[src/rtl/spt_pkg.sv]
package spt_pkg;

  typedef enum logic [1:0] {
    ST_IDLE = 2'd0,
    ST_LOAD = 2'd1,
    ST_WAIT = 2'd2,
    ST_PICK = 2'd3
  } sweepState_t;

  typedef struct packed {
    logic sweepBegin;
    logic stepPhase;
    logic recordResult;
    logic commitPick;
  } sweepStrobe_t;

endpackage

[src/rtl/spt_datapath.sv]
module spt_datapath #(
  parameter int PH_W        = 3,
  parameter int TMO_W       = 24,
  parameter int RESET_PHASE = 0,
  localparam int NPH        = 1 << PH_W
) (
  input  logic                     clk,
  input  logic                     rstN,
  input  spt_pkg::sweepStrobe_t    stb,
  input  logic                     xferPass,
  input  logic                     xferTimeout,
  output logic                     atStart,
  output logic [PH_W-1:0]          phaseSel,
  output logic [PH_W-1:0]          tunedPhase,
  output logic [NPH-1:0]           candMask,
  output logic                     errFlag,
  output logic [TMO_W-1:0]         tmoValue
);

  logic [PH_W-1:0] startPhase;
  logic [PH_W-1:0] idxWide, idxNarrow, idxSingle, pickIdx;
  logic            hitWide, hitNarrow, hitSingle, anyPass;
  logic [NPH-1:0]  rot;

  assign tmoValue = '1;
  assign atStart  = (phaseSel == startPhase);
  assign anyPass  = |candMask;

  // Ranked window search over the circular mask, lowest centre wins.
  always_comb begin
    hitWide = 1'b0; hitNarrow = 1'b0; hitSingle = 1'b0;
    idxWide = '0;   idxNarrow = '0;   idxSingle = '0;
    rot = '0;
    for (int i = NPH - 1; i >= 0; i--) begin
      rot = (candMask >> i) | (candMask << (NPH - i));
      if (rot[0] && rot[1] && rot[2] && rot[NPH-1] && rot[NPH-2]) begin
        hitWide = 1'b1; idxWide = PH_W'(i);
      end
      if (rot[0] && rot[1] && rot[NPH-1]) begin
        hitNarrow = 1'b1; idxNarrow = PH_W'(i);
      end
      if (rot[0]) begin
        hitSingle = 1'b1; idxSingle = PH_W'(i);
      end
    end
    pickIdx = hitWide ? idxWide : (hitNarrow ? idxNarrow : idxSingle);
  end

  always_ff @(posedge clk) begin
    if (!rstN) begin
      phaseSel   <= PH_W'(RESET_PHASE);
      tunedPhase <= PH_W'(RESET_PHASE);
      startPhase <= '0;
      candMask   <= '0;
      errFlag    <= 1'b0;
    end else begin
      if (stb.sweepBegin) begin
        startPhase <= phaseSel;
        candMask   <= '0;
        errFlag    <= 1'b0;
      end
      if (stb.sweepBegin || stb.stepPhase)
        phaseSel <= phaseSel + 1'b1;
      if (stb.recordResult)
        candMask[phaseSel] <= xferPass & ~xferTimeout;
      if (stb.commitPick) begin
        errFlag <= ~anyPass;
        if (anyPass && hitSingle) begin
          phaseSel   <= pickIdx;
          tunedPhase <= pickIdx;
        end
      end
    end
  end

  // every advance moves the phase by exactly one, modulo the phase count
  a_r2_phase_step: assert property (@(posedge clk) disable iff (!rstN)
    (stb.sweepBegin || stb.stepPhase) |=> phaseSel == PH_W'($past(phaseSel) + 1'b1));

  // status lands in the bit of the phase that was selected
  a_r5_record_bit: assert property (@(posedge clk) disable iff (!rstN)
    stb.recordResult |=> candMask[$past(phaseSel)] == $past(xferPass && !xferTimeout));

  // an empty mask leaves both phase registers untouched
  a_r9_empty_hold: assert property (@(posedge clk) disable iff (!rstN)
    (stb.commitPick && candMask == '0) |=>
      (phaseSel == $past(phaseSel) && tunedPhase == $past(tunedPhase) && errFlag));

  // a successful commit makes selected and tuned phase agree
  a_r10_commit_match: assert property (@(posedge clk) disable iff (!rstN)
    (stb.commitPick && candMask != '0) |=> (phaseSel == tunedPhase && !errFlag));

endmodule

[src/rtl/spt_control.sv]
module spt_control (
  input  logic                    clk,
  input  logic                    rstN,
  input  logic                    startReq,
  input  logic                    xferAck,
  input  logic                    atStart,
  output spt_pkg::sweepStrobe_t   stb,
  output logic                    xferReq,
  output logic                    tmoLoad,
  output logic                    done
);
  import spt_pkg::*;

  sweepState_t state, nextState;

  assign xferReq = (state == ST_WAIT);
  assign tmoLoad = (state == ST_LOAD);

  always_comb begin
    stb.sweepBegin   = (state == ST_IDLE) && startReq;
    stb.recordResult = (state == ST_WAIT) && xferAck;
    stb.stepPhase    = (state == ST_WAIT) && xferAck && !atStart;
    stb.commitPick   = (state == ST_PICK);
    nextState = state;
    unique case (state)
      ST_IDLE: if (startReq) nextState = ST_LOAD;
      ST_LOAD: nextState = ST_WAIT;
      ST_WAIT: if (xferAck) nextState = atStart ? ST_PICK : ST_LOAD;
      ST_PICK: nextState = ST_IDLE;
      default: nextState = ST_IDLE;
    endcase
  end

  always_ff @(posedge clk) begin
    if (!rstN) begin
      state <= ST_IDLE;
      done  <= 1'b0;
    end else begin
      state <= nextState;
      done  <= (state == ST_PICK);
    end
  end

  // done never lasts more than one cycle
  a_r10_done_pulse: assert property (@(posedge clk) disable iff (!rstN)
    done |=> !done);

  // each request is preceded by a timeout load
  a_r3_load_first: assert property (@(posedge clk) disable iff (!rstN)
    $rose(xferReq) |-> $past(tmoLoad));

  // an outstanding request is held until acknowledged
  a_r4_req_held: assert property (@(posedge clk) disable iff (!rstN)
    (xferReq && !xferAck) |=> xferReq);

  // a start seen mid-sweep does not restart the timeout load
  a_r1_start_busy: assert property (@(posedge clk) disable iff (!rstN)
    (xferReq && !xferAck && startReq) |=> !tmoLoad);

endmodule

[src/rtl/sample_phase_tuner.sv]
module sample_phase_tuner #(
  parameter int PH_W        = 3,
  parameter int TMO_W       = 24,
  parameter int RESET_PHASE = 0,
  localparam int NPH        = 1 << PH_W
) (
  input  logic              clk,
  input  logic              rstN,
  input  logic              startReq,
  output logic              xferReq,
  input  logic              xferAck,
  input  logic              xferPass,
  input  logic              xferTimeout,
  output logic              tmoLoad,
  output logic [TMO_W-1:0]  tmoValue,
  output logic [PH_W-1:0]   phaseSel,
  output logic [PH_W-1:0]   tunedPhase,
  output logic [NPH-1:0]    candMask,
  output logic              done,
  output logic              error
);

  spt_pkg::sweepStrobe_t stb;
  logic atStart;

  spt_control uCtrl (
    .clk      (clk),
    .rstN     (rstN),
    .startReq (startReq),
    .xferAck  (xferAck),
    .atStart  (atStart),
    .stb      (stb),
    .xferReq  (xferReq),
    .tmoLoad  (tmoLoad),
    .done     (done)
  );

  spt_datapath #(
    .PH_W        (PH_W),
    .TMO_W       (TMO_W),
    .RESET_PHASE (RESET_PHASE)
  ) uData (
    .clk         (clk),
    .rstN        (rstN),
    .stb         (stb),
    .xferPass    (xferPass),
    .xferTimeout (xferTimeout),
    .atStart     (atStart),
    .phaseSel    (phaseSel),
    .tunedPhase  (tunedPhase),
    .candMask    (candMask),
    .errFlag     (error),
    .tmoValue    (tmoValue)
  );

endmodule

[config.mk]
export PLATFORM = sky130hd
export DESIGN_NAME = sample_phase_tuner
export DESIGN_NICKNAME = d
export VERILOG_FILES = /design/src/rtl/spt_pkg.sv /design/src/rtl/spt_datapath.sv /design/src/rtl/spt_control.sv /design/src/rtl/sample_phase_tuner.sv
export SDC_FILE = /design/constraint.sdc
export NUM_CORES = 1
export LEC_CHECK = 0
export BUFFER_PORTS_ARGS = -buffer_cell sky130_fd_sc_hd__clkbuf_2
export CAP_MARGIN = 0
export CORE_ASPECT_RATIO = 2
export CORE_UTILIZATION = 40
export DETAILED_ROUTE_END_ITERATION = 10
export PLACE_DENSITY = 0.65
export SLEW_MARGIN = 30
export SYNTH_ARGS = -nofsm -noshare
export SYNTH_HDL_FRONTEND = slang
export SYNTH_SLANG_ARGS = --single-unit
[constraint.sdc]
create_clock -name clk -period 4 [get_ports clk]
set_input_delay 0.6 -clock clk [delete_from_list [all_inputs] [get_ports clk]]
set_output_delay 0.6 -clock clk [all_outputs]
set_load 0.005 [all_outputs]
# == Word level (Yosys, flattened, before mapping) ==
# Cells that the tools add are included.
# op_classes
addsub,1
multipliers,0
div,0
order_cmp,2
n_eq_ne,6
n_shift,0
muxes,65
bitwise_logic,10
reduce_logical,52
# op_table
op,n
2-to-1 mux 3 bit,29
logical AND 1 bit,45
2-to-1 mux 1 bit,27
2-to-1 mux 8 bit,3
bitwise mux 8 bit,1
OR 1 x 8 -> 8 bit,1
OR 2 x 8 -> 8 bit,1
OR 3 x 8 -> 8 bit,1
OR 4 x 8 -> 8 bit,1
OR 5 x 8 -> 8 bit,1
OR 6 x 8 -> 8 bit,1
OR 7 x 8 -> 8 bit,1
one-hot mux 2 bit (4 select lines),1
OR reduction 8 bit,1
2-to-1 mux 2 bit,3
equality test 2 bit (second input constant),2
less-than comparator 3 x 4 -> 1 bit (second input constant),1
AND reduction 2 bit,2
adder 3 x 1 -> 3 bit (second input constant),1
demux 1 bit (select 3 bit),1
equality test 3 bit,1
greater-or-equal comparator 3 x 1 -> 1 bit (second input constant),1
equality test 2 x 1 -> 1 bit (second input constant),1
logical NOT 2 bit,1
other kinds (7),8
# totals
reg_bits,21
latch_bits,0
ram_bits,0
romBits,0
output_inout_bits,42
word_cells,143
n_memories,0

# == Longest topological paths before layout ==
# Gate-level depths: netlist of run 1.
# depth
depth_word,16
mapped_depth,6
mapped_depth_nobuf,5

# == Modules after synthesis ==
# From an unflattened synthesis of run 1, not the netlist that was laid out.
# unflattened
hier_cells,204
hier_area_um2,1627.8
# modules_own_cells
module,n_inst,cells_each,area_each_um2,seq_area_each_um2
spt_datapath,1,189,1482.7,360.3
spt_control,1,15,145.1,60.1

# == Worst setup path after synthesis of run 1 ==
# No wires, ideal clock.
# synth_path
path_type,input to register
startpoint,in startReq
endpoint,reg uData.candMask[4]
t_arrival_ps,1531
required_ps,3885
slack_ps,2355
stages,5
path_buffers,1
path_cell_list,or3b_2 > clkbuf_1 > nand2_1 > a31oi_1 > o21a_1
# synth_between
elab_chain_len,5
# synth_rtl
element,line,text
start: declaration,sample_phase_tuner.sv:9,"input logic startReq,"
logical AND 1 bit (*),spt_control.sv:20,stb.sweepBegin = (state == ST_IDLE) && startReq;
2-to-1 mux 8 bit (*),spt_datapath.sv:57,if (stb.sweepBegin) begin
2-to-1 mux 8 bit (*),spt_datapath.sv:50,if (!rstN) begin
bitwise mux 8 bit,spt_datapath.sv:65,candMask[phaseSel] <= xferPass & ~xferTimeout;
2-to-1 mux 8 bit (*),spt_datapath.sv:64,if (stb.recordResult)
end signal: indexed assignment,spt_datapath.sv:65,
end: declaration,spt_datapath.sv:15,"output logic [NPH-1:0] candMask,"
# Mark *: on every way between the ends. The rest lies on a longest branch, timed or not. The select of a mux whose other input is x is not followed.
# A chain may end at the register's enable or synchronous reset.

# == Worst setup path in the final report of run 1 ==
# layout_path
startpoint,reg uData.candMask[0]
endpoint,reg uData.phaseSel[0]
# layout_between
elab_chain_len,16
elab_cells_between_ends,61
classes_between,mux: 38; bitwise: 4; reduce/logical: 19
# layout_rtl
element,line,text
OR 1 x 8 -> 8 bit,spt_datapath.sv:35,rot = (candMask >> i) | (candMask << (NPH - i));
logical AND 1 bit,"spt_datapath.sv:36, spt_datapath.sv:39",
logical AND 1 bit (3 in series),spt_datapath.sv:36,if (rot[0] && rot[1] && rot[2] && rot[NPH-1] && rot[NPH-2]) begin
2-to-1 mux 3 bit / 2-to-1 mux 1 bit (equally long branches) (8 in series),spt_datapath.sv:36,
2-to-1 mux 3 bit,spt_datapath.sv:46,pickIdx = hitWide ? idxWide : (hitNarrow ? idxNarrow : idxSingle);
2-to-1 mux 3 bit (*),spt_datapath.sv:68,if (anyPass && hitSingle) begin
2-to-1 mux 3 bit (*),spt_datapath.sv:66,if (stb.commitPick) begin
end signal: assignment,spt_datapath.sv:51,phaseSel <= PH_W'(RESET_PHASE);
end signal: assignment,spt_datapath.sv:63,phaseSel <= phaseSel + 1'b1;
end signal: assignment,spt_datapath.sv:69,phaseSel <= pickIdx;
end: declaration,spt_datapath.sv:13,"output logic [PH_W-1:0] phaseSel,"
# Mark *: on every way between the ends. The rest lies on a longest branch, timed or not.

==> results of run 1 <==
[kinds of logic (layout without fill, tap and decap cells)]
group | after synthesis | in the layout | share of synthesized area, %
flops | 21 | 21 | 27.41
fa+ha+maj | 1 | 1 | 0.8155
simple gates | 80 | 80 | 27.41
compound gates | 45 | 45 | 20.72
buf+inv | 42 | 31 | 16.64
mux | 6 | 6 | 3.915
xor+xnor | 5 | 5 | 2.855
other cells | 1 | 24 | 0.2445
[registers in the layout, indices dropped and copies added (netlist names)]
| name | flops |
|---|---|
| uData.candMask | 8 |
| uData.phaseSel | 3 |
| uData.startPhase | 3 |
| uData.tunedPhase | 3 |
| uCtrl.state | 2 |
| uCtrl.done | 1 |
| uData.errFlag | 1 |
[cells in the final DEF, fill, tap and decap left out, drive strengths merged, types with 4 or more instances in the layout]
cell	count
o221ai	4
xnor2	4
nand2	25
nand3	9
a21boi	8
o21ai	9
and2	5
nor2b	5
dfxtp	21
a21oi	4
mux2i	6
conb	24
inv	4
nor2	13
clkbuf	27
or4	4
[synth_stat cells (all sizes together) (2+ instances only)]
| library cell | n |
|---|---|
| buf | 30 |
| nand2 | 25 |
| dfxtp | 21 |
| nor2 | 13 |
| nand3 | 9 |
| o21ai | 9 |
| a21boi | 8 |
| clkbuf | 8 |
| mux2i | 6 |
| and2 | 5 |
| nor2b | 5 |
| a21oi | 4 |
| inv | 4 |
| o221ai | 4 |
| or4 | 4 |
| xnor2 | 4 |
| a21o | 3 |
| a31oi | 3 |
| nor3b | 3 |
| o211ai | 3 |
| o311ai | 3 |
| a22oi | 2 |
| nand2b | 2 |
| nand3b | 2 |
| nand4 | 2 |
| nor3 | 2 |
| o21a | 2 |
| or3 | 2 |
[worst max-delay path by stage]
stage                                             from                           end  slack, ns
after floorplan                               startReq  uData.candMask[4]$_SDFF_PN0_       2.35
after global placement    uData.candMask[0]$_SDFF_PN0_  uData.phaseSel[0]$_SDFF_PN0_       2.06
after detailed placement  uData.candMask[0]$_SDFF_PN0_  uData.phaseSel[0]$_SDFF_PN0_       2.04
after CTS                 uData.candMask[0]$_SDFF_PN0_  uData.phaseSel[0]$_SDFF_PN0_       2.02
after global routing      uData.candMask[0]$_SDFF_PN0_  uData.phaseSel[0]$_SDFF_PN0_       1.87
final                     uData.candMask[0]$_SDFF_PN0_  uData.phaseSel[0]$_SDFF_PN0_       2.01
[worst max-delay path, cell delays in order, from the launching register on]
cell      delay [ns]
dfxtp_1         0.66
nor2_1          0.14
o221ai_1        0.30
a211oi_1        0.09
o311ai_0        0.48
o211ai_1        0.16
[area by class of cell]
| class | count | area (um^2) |
|---|---|---|
| tap | 49 | 61.31 |
| inverter | 4 | 15.01 |
| fill | 392 | 2044 |
| timing repair buffer | 23 | 115.1 |
| clock buffer | 4 | 45.04 |
| multi-input combinational | 161 | 944.7 |
| sequential | 21 | 420.4 |
[power by group]
group	switching (mW)	leakage, nW	internal [mW]	total (mW)
Clock	0.0702	0.0228	0.0712	0.141
Combinational	0.0309	0.434	0.0216	0.0525
Sequential	0.0140	0.170	0.215	0.229
Total	0.115	0.627	0.308	0.423
[metal layers]
layer	part of all wire, %	GRT usage (%)	up-vias
li1	-	-	684
met1	37	19.68	645
met2	53	31.30	50
met3	3.2	1.200	17
met4	6.6	15.78	0
met5	0	0	-
[stage by stage]
| stage | utilization, % | hold WS [ns] | worst slack, ns | power, mW | instance area [um^2] |
|---|---|---|---|---|---|
| 2_1_floorplan | - | 0.4509 | 2.355 | 0.2872 | 1620 |
| 3_3_place_gp | 42.69 | 0.4432 | 2.060 | 0.2856 | 1556 |
| 3_5_place_dp | 42.69 | 0.4432 | 2.036 | 0.2860 | 1556 |
| 4_1_cts | 43.93 | 0.4595 | 2.024 | 0.4257 | 1602 |
| 5_1_grt | 43.93 | 0.4699 | 1.872 | 0.4398 | 1602 |
| 6_report | 43.93 | 0.4564 | 2.007 | 0.4231 | 1602 |
==> metrics.md, run 1 <==
| Metric | Value |
|---|---|
| Synth top area cells | dfxtp_1 27%, buf_4 12%, nand2_1 6.1% |
| Post-synth top flop | dfxtp_1 |
| Inst Count DP | 258 |
| Die Area | 0.004102 mm^2 |
| Hold EP | uData.tunedPhase[2]$_SDFFE_PN0P_ |
| Hold Fails Final Rpt | 0 |
| Worst-case clock buffer depth | 2 |
| Vias | 1396 |
| Slew HR | 65.13% |
| Ant. Diodes | 0 |
| Reg2reg start | uData.candMask[0]$_SDFF_PN0_ |
| Yosys reg bits | 21 |
| Min-Delay Path Depth | 1 |
| CP arrival | 2.11 ns |
| Post-synth ARST share | 0% |
| Hold crit path type | flop to flop |
| Setup Viol. Count Final | 0 |
| DRC errors left | 0 |
| Startpoint Class | flop |
| Core region area | 0.003646 mm^2 |
| Worst Clk Skew | 0.006316 ns |
| Yosys warning count | 0 |
| Final period utilization | 49.82% |
| # hold bufs at CTS | 0 |
| Slew Viols, Final | 0 |
| Worst-Skew Late Latency | 0.27 ns |
| Hold Crit Start | uData.tunedPhase[2]$_SDFFE_PN0P_ |
| Nets | 221 |
| Critical Path Fanout Max | 17 |
| DIE WIDTH | 45.79 um |
| Global-route usage over all layers | 18.44% |
| Worst-margin pin slew | 0.5165 ns |
| Distinct cell type count of the synthesized netlist | 45 |
| Power Density | 264.2 mW/mm^2 |
| Routed wire length | 3592 um |
| Vias in the first global route | 1201 |
| Initial antenna violation count | 0 |
| Number of flops mapped to enable cells by yosys | 0 |
| Detailed Routing Iterations Pass 1 | 4 |
| Capture point of the worst reg-to-reg path | uData.phaseSel[0]$_SDFF_PN0_ |
| RSZ-0062 raised after global routing | no |
| Proportion of synthesized chip area in sequential cells | 27.41% |
| FMAX | 0.5018 GHz |
| CTS Sinks | 21 |
| Starting Density | 42.07% |
| GPL Wtd Cong | 0.9159 |
| Synth Instances | 201 |
| Clk root buf | clkbuf_8 |
| H-tree levels | 1 |
| Global-route wire length before repair | 5430 um |
| Syn-to-layout area delta | 4.405% |
| Pin count of the biggest net entering global routing | 18 |
| Minimum clock period | 1.993 ns |
| CTS Buf Count | 3 |
| CTS tree | yes |
| Setup Total Neg Slack | 0 ns |
| Post-Syn Area | 0.001534 mm^2 |
| Synth top area share | 27.41% |
| Clk slew on worst S/H paths | 0.08 ns |
| Num rows | 31 |
| Syn Area/Cell | 7.632 um^2 |
| Reg2Reg Depth | 5 |
| IO Pins | 48 |
| Setup crit end kind | flop |
| IO Port Bufs | 23 |
| Drt via density | 5.328 |
| Post-CTS Setup Inserts | 0 |
| Post-DRT Antenna Nets | 0 |
| Die height | 89.58 um |
| Data required, critical path | 4.12 ns |
| Leak pwr | 0.6271 nW |
| Resize count post-CTS | 0 |
| Max Cap Viol | 0 |
| Post-route insts no fill | 262 |
| Status | finished, final reports clean |
| Worst Path Class, Setup | flop to flop |
| 1st-iter DRT viols | 23 |
| Gr ovfl total | 0 |
| Drt wl/cell | 13.71 um |
| Max VDD drop | 186.1 uV |
| Synth area leader | dfxtp_1 |
| Hpwl dp | 2641 um |
| Proportion of layout cells with a drive suffix above 1 | 14.08% |
| R2R Setup Slk | 2.01 ns |
Power figures use the tool's default switching activity.
==> run 2: changes to the inputs <==
- PLACE_DENSITY: 0.65 -> 0.68
- clock period: 4 -> 1.68 ns (I/O delays scaled with it)
==> metrics.md, run 2 (synthesis results as in run 1) <==
| Metric | Value |
|---|---|
| Gr ovfl total | 0 |
| Slew Viols, Final | 0 |
| Post-DRT Antenna Nets | 0 |
| Post-Place Setup Slack | -0.07799 ns |
| CTS tree | yes |
| Inst Count DP | 283 |
| H-tree levels | 1 |
| 1st-iter DRT viols | 34 |
| Clk root buf | clkbuf_8 |
| Max Cap Viol | 0 |
| Final period utilization | 102.6% |
| Hold Fails Final Rpt | 0 |
| P_sw | 294.4 uW |
| Data required, critical path | 1.85 ns |
| Starting Density | 42.07% |
| Routed wire length | 4025 um |
| Pint | 744.9 uW |
| Max VDD drop | 464.8 uV |
| Global-route usage over all layers | 21.48% |
| Num rows | 31 |
| Net Sw Frac | 28.32% |
| Startpoint Class | flop |
| Die Area | 0.004102 mm^2 |
| CP arrival | 1.90 ns |
| Vias | 1533 |
| Ant. Diodes | 0 |
| Proportion of layout cells with a drive suffix above 1 | 29.71% |
| RSZ-0062 raised after global routing | yes |
| Worst-Skew Late Latency | 0.27 ns |
| Die height | 89.58 um |
| Clock power frac | 33.2% |
| Combinational power share | 14.9% |
| Most frequent cells in the layout | 25 x nand2_1, 25 x buf_4, 24 x conb_1, 23 x clkbuf_2, 14 x dfxtp_1 |
| Drt wl/cell | 13.98 um |
| Nets | 247 |
| Setup Viol. Count Final | 2 |
| Largest Register | uData.candMask |
| CTS Sinks | 21 |
| Core region area | 0.003646 mm^2 |
| Vias in the first global route | 1444 |
| Worst-case clock buffer depth | 2 |
| Status | finished, violations left |
| Post-route insts no fill | 288 |
| Pin count of the biggest net entering global routing | 16 |
| IO Port Bufs | 23 |
| Setup Total Neg Slack | -0.08246 ns |
| DIE WIDTH | 45.79 um |
| Setup crit end kind | flop |
| GPL Wtd Cong | 0.8793 |
| Critical Path Fanout Max | 3 |
| FMAX | 0.5802 GHz |
| Detailed Routing Iterations Pass 1 | 4 |
| Final Power | 1.039 mW |
| Leak pwr | 0.7712 nW |
| Hpwl dp | 3098 um |
| Clk slew on worst S/H paths | 0.08 ns |
| Syn-to-layout area delta | 21.29% |
| Minimum clock period | 1.723 ns |
| CTS Buf Count | 3 |
| Drt via density | 5.323 |
| Global-route wire length before repair | 6389 um |
| Final hold slack | 0.3128 ns |
| Max FFs per register | 8 |
| IO Pins | 48 |
| Failing checks | negative setup slack |
| Initial antenna violation count | 0 |
| Power Density | 558.6 mW/mm^2 |
| DRC errors left | 0 |
| Worst Clk Skew | 0.007073 ns |
| Worst Path Class, Setup | flop to flop |
| Setup ws final | -0.04349 ns |
| Part of the power in registers | 51.9% |
| Hold crit path type | primary input to flop |
run 2: cell types whose count changed in the layout (fill, tap and decap cells not counted), sizes merged:
cell	previous run	this run
clkbuf	27	26
clkinv	0	1
buf	0	26
run 2: worst paths after layout:
path                                                    from                          endpoint  slack, ns  cells after the start
worst min register to register    uData.errFlag$_SDFFE_PN0P_        uData.errFlag$_SDFFE_PN0P_       0.48                      2
worst max register to register  uData.candMask[7]$_SDFF_PN0_  uData.tunedPhase[2]$_SDFFE_PN0P_      -0.04                      6
worst min-delay path                                startReq       uCtrl.state[0]$_SDFFE_PN0P_       0.31                      3
worst max-delay path            uData.candMask[7]$_SDFF_PN0_  uData.tunedPhase[2]$_SDFFE_PN0P_      -0.04                      6
run 2: power by group through the flow:
stage | Sequential, mW | Combinational (mW) | Clock (mW)
floorplan | 0.536 | 0.148 | 0
global placement | 0.550 | 0.150 | 0
detailed placement | 0.550 | 0.153 | 0
CTS | 0.538 | 0.153 | 0.350
global route | 0.543 | 0.178 | 0.370
finish | 0.540 | 0.155 | 0.345
run 2: repair_timing:
| item | CTS | global route |
|---|---|---|
| hold buffers | 0 | 0 |
| setup endpoints to repair | 4 | 9 |
| gates cloned | 0 | 0 |
| buffers inserted | 1 | 0 |
| pin swaps | 2 | 5 |
| gates resized for setup | 7 | 14 |
run 2: through the flow:
step	cell area (um^2)	utilization (%)
after floorplan	1620	-
after global placement	1744	47.84
after detailed placement	1744	47.84
after CTS	1817	49.83
after global routing	1861	51.03
final	1861	51.03
run 2: worst max-delay path, cell delays in order, from the launching register on:
cell and delay, ns:
dfxtp_2 0.32, or4_4 0.57, buf_6 0.15, nor2b_4 0.12, o221ai_2 0.21, a21boi_2 0.11
a21o_1 0.16
run 2: layout make-up:
cell class / count / area (um^2)
inverter: 4 / 15.01
sequential: 21 / 429.2
tap: 49 / 61.31
multi-input combinational: 161 / 994.7
clock inverter: 1 / 5.005
fill: 377 / 1785
timing repair buffer: 49 / 314.1
clock buffer: 3 / 41.29
run 2: layer usage:
metal	up-vias	global-route usage, %	part of all wire [%]
met5	-	0	0
li1	735	-	-
met3	23	3.000	3.8
met1	710	20.02	35
met4	0	17.65	7.6
met2	65	38.83	54
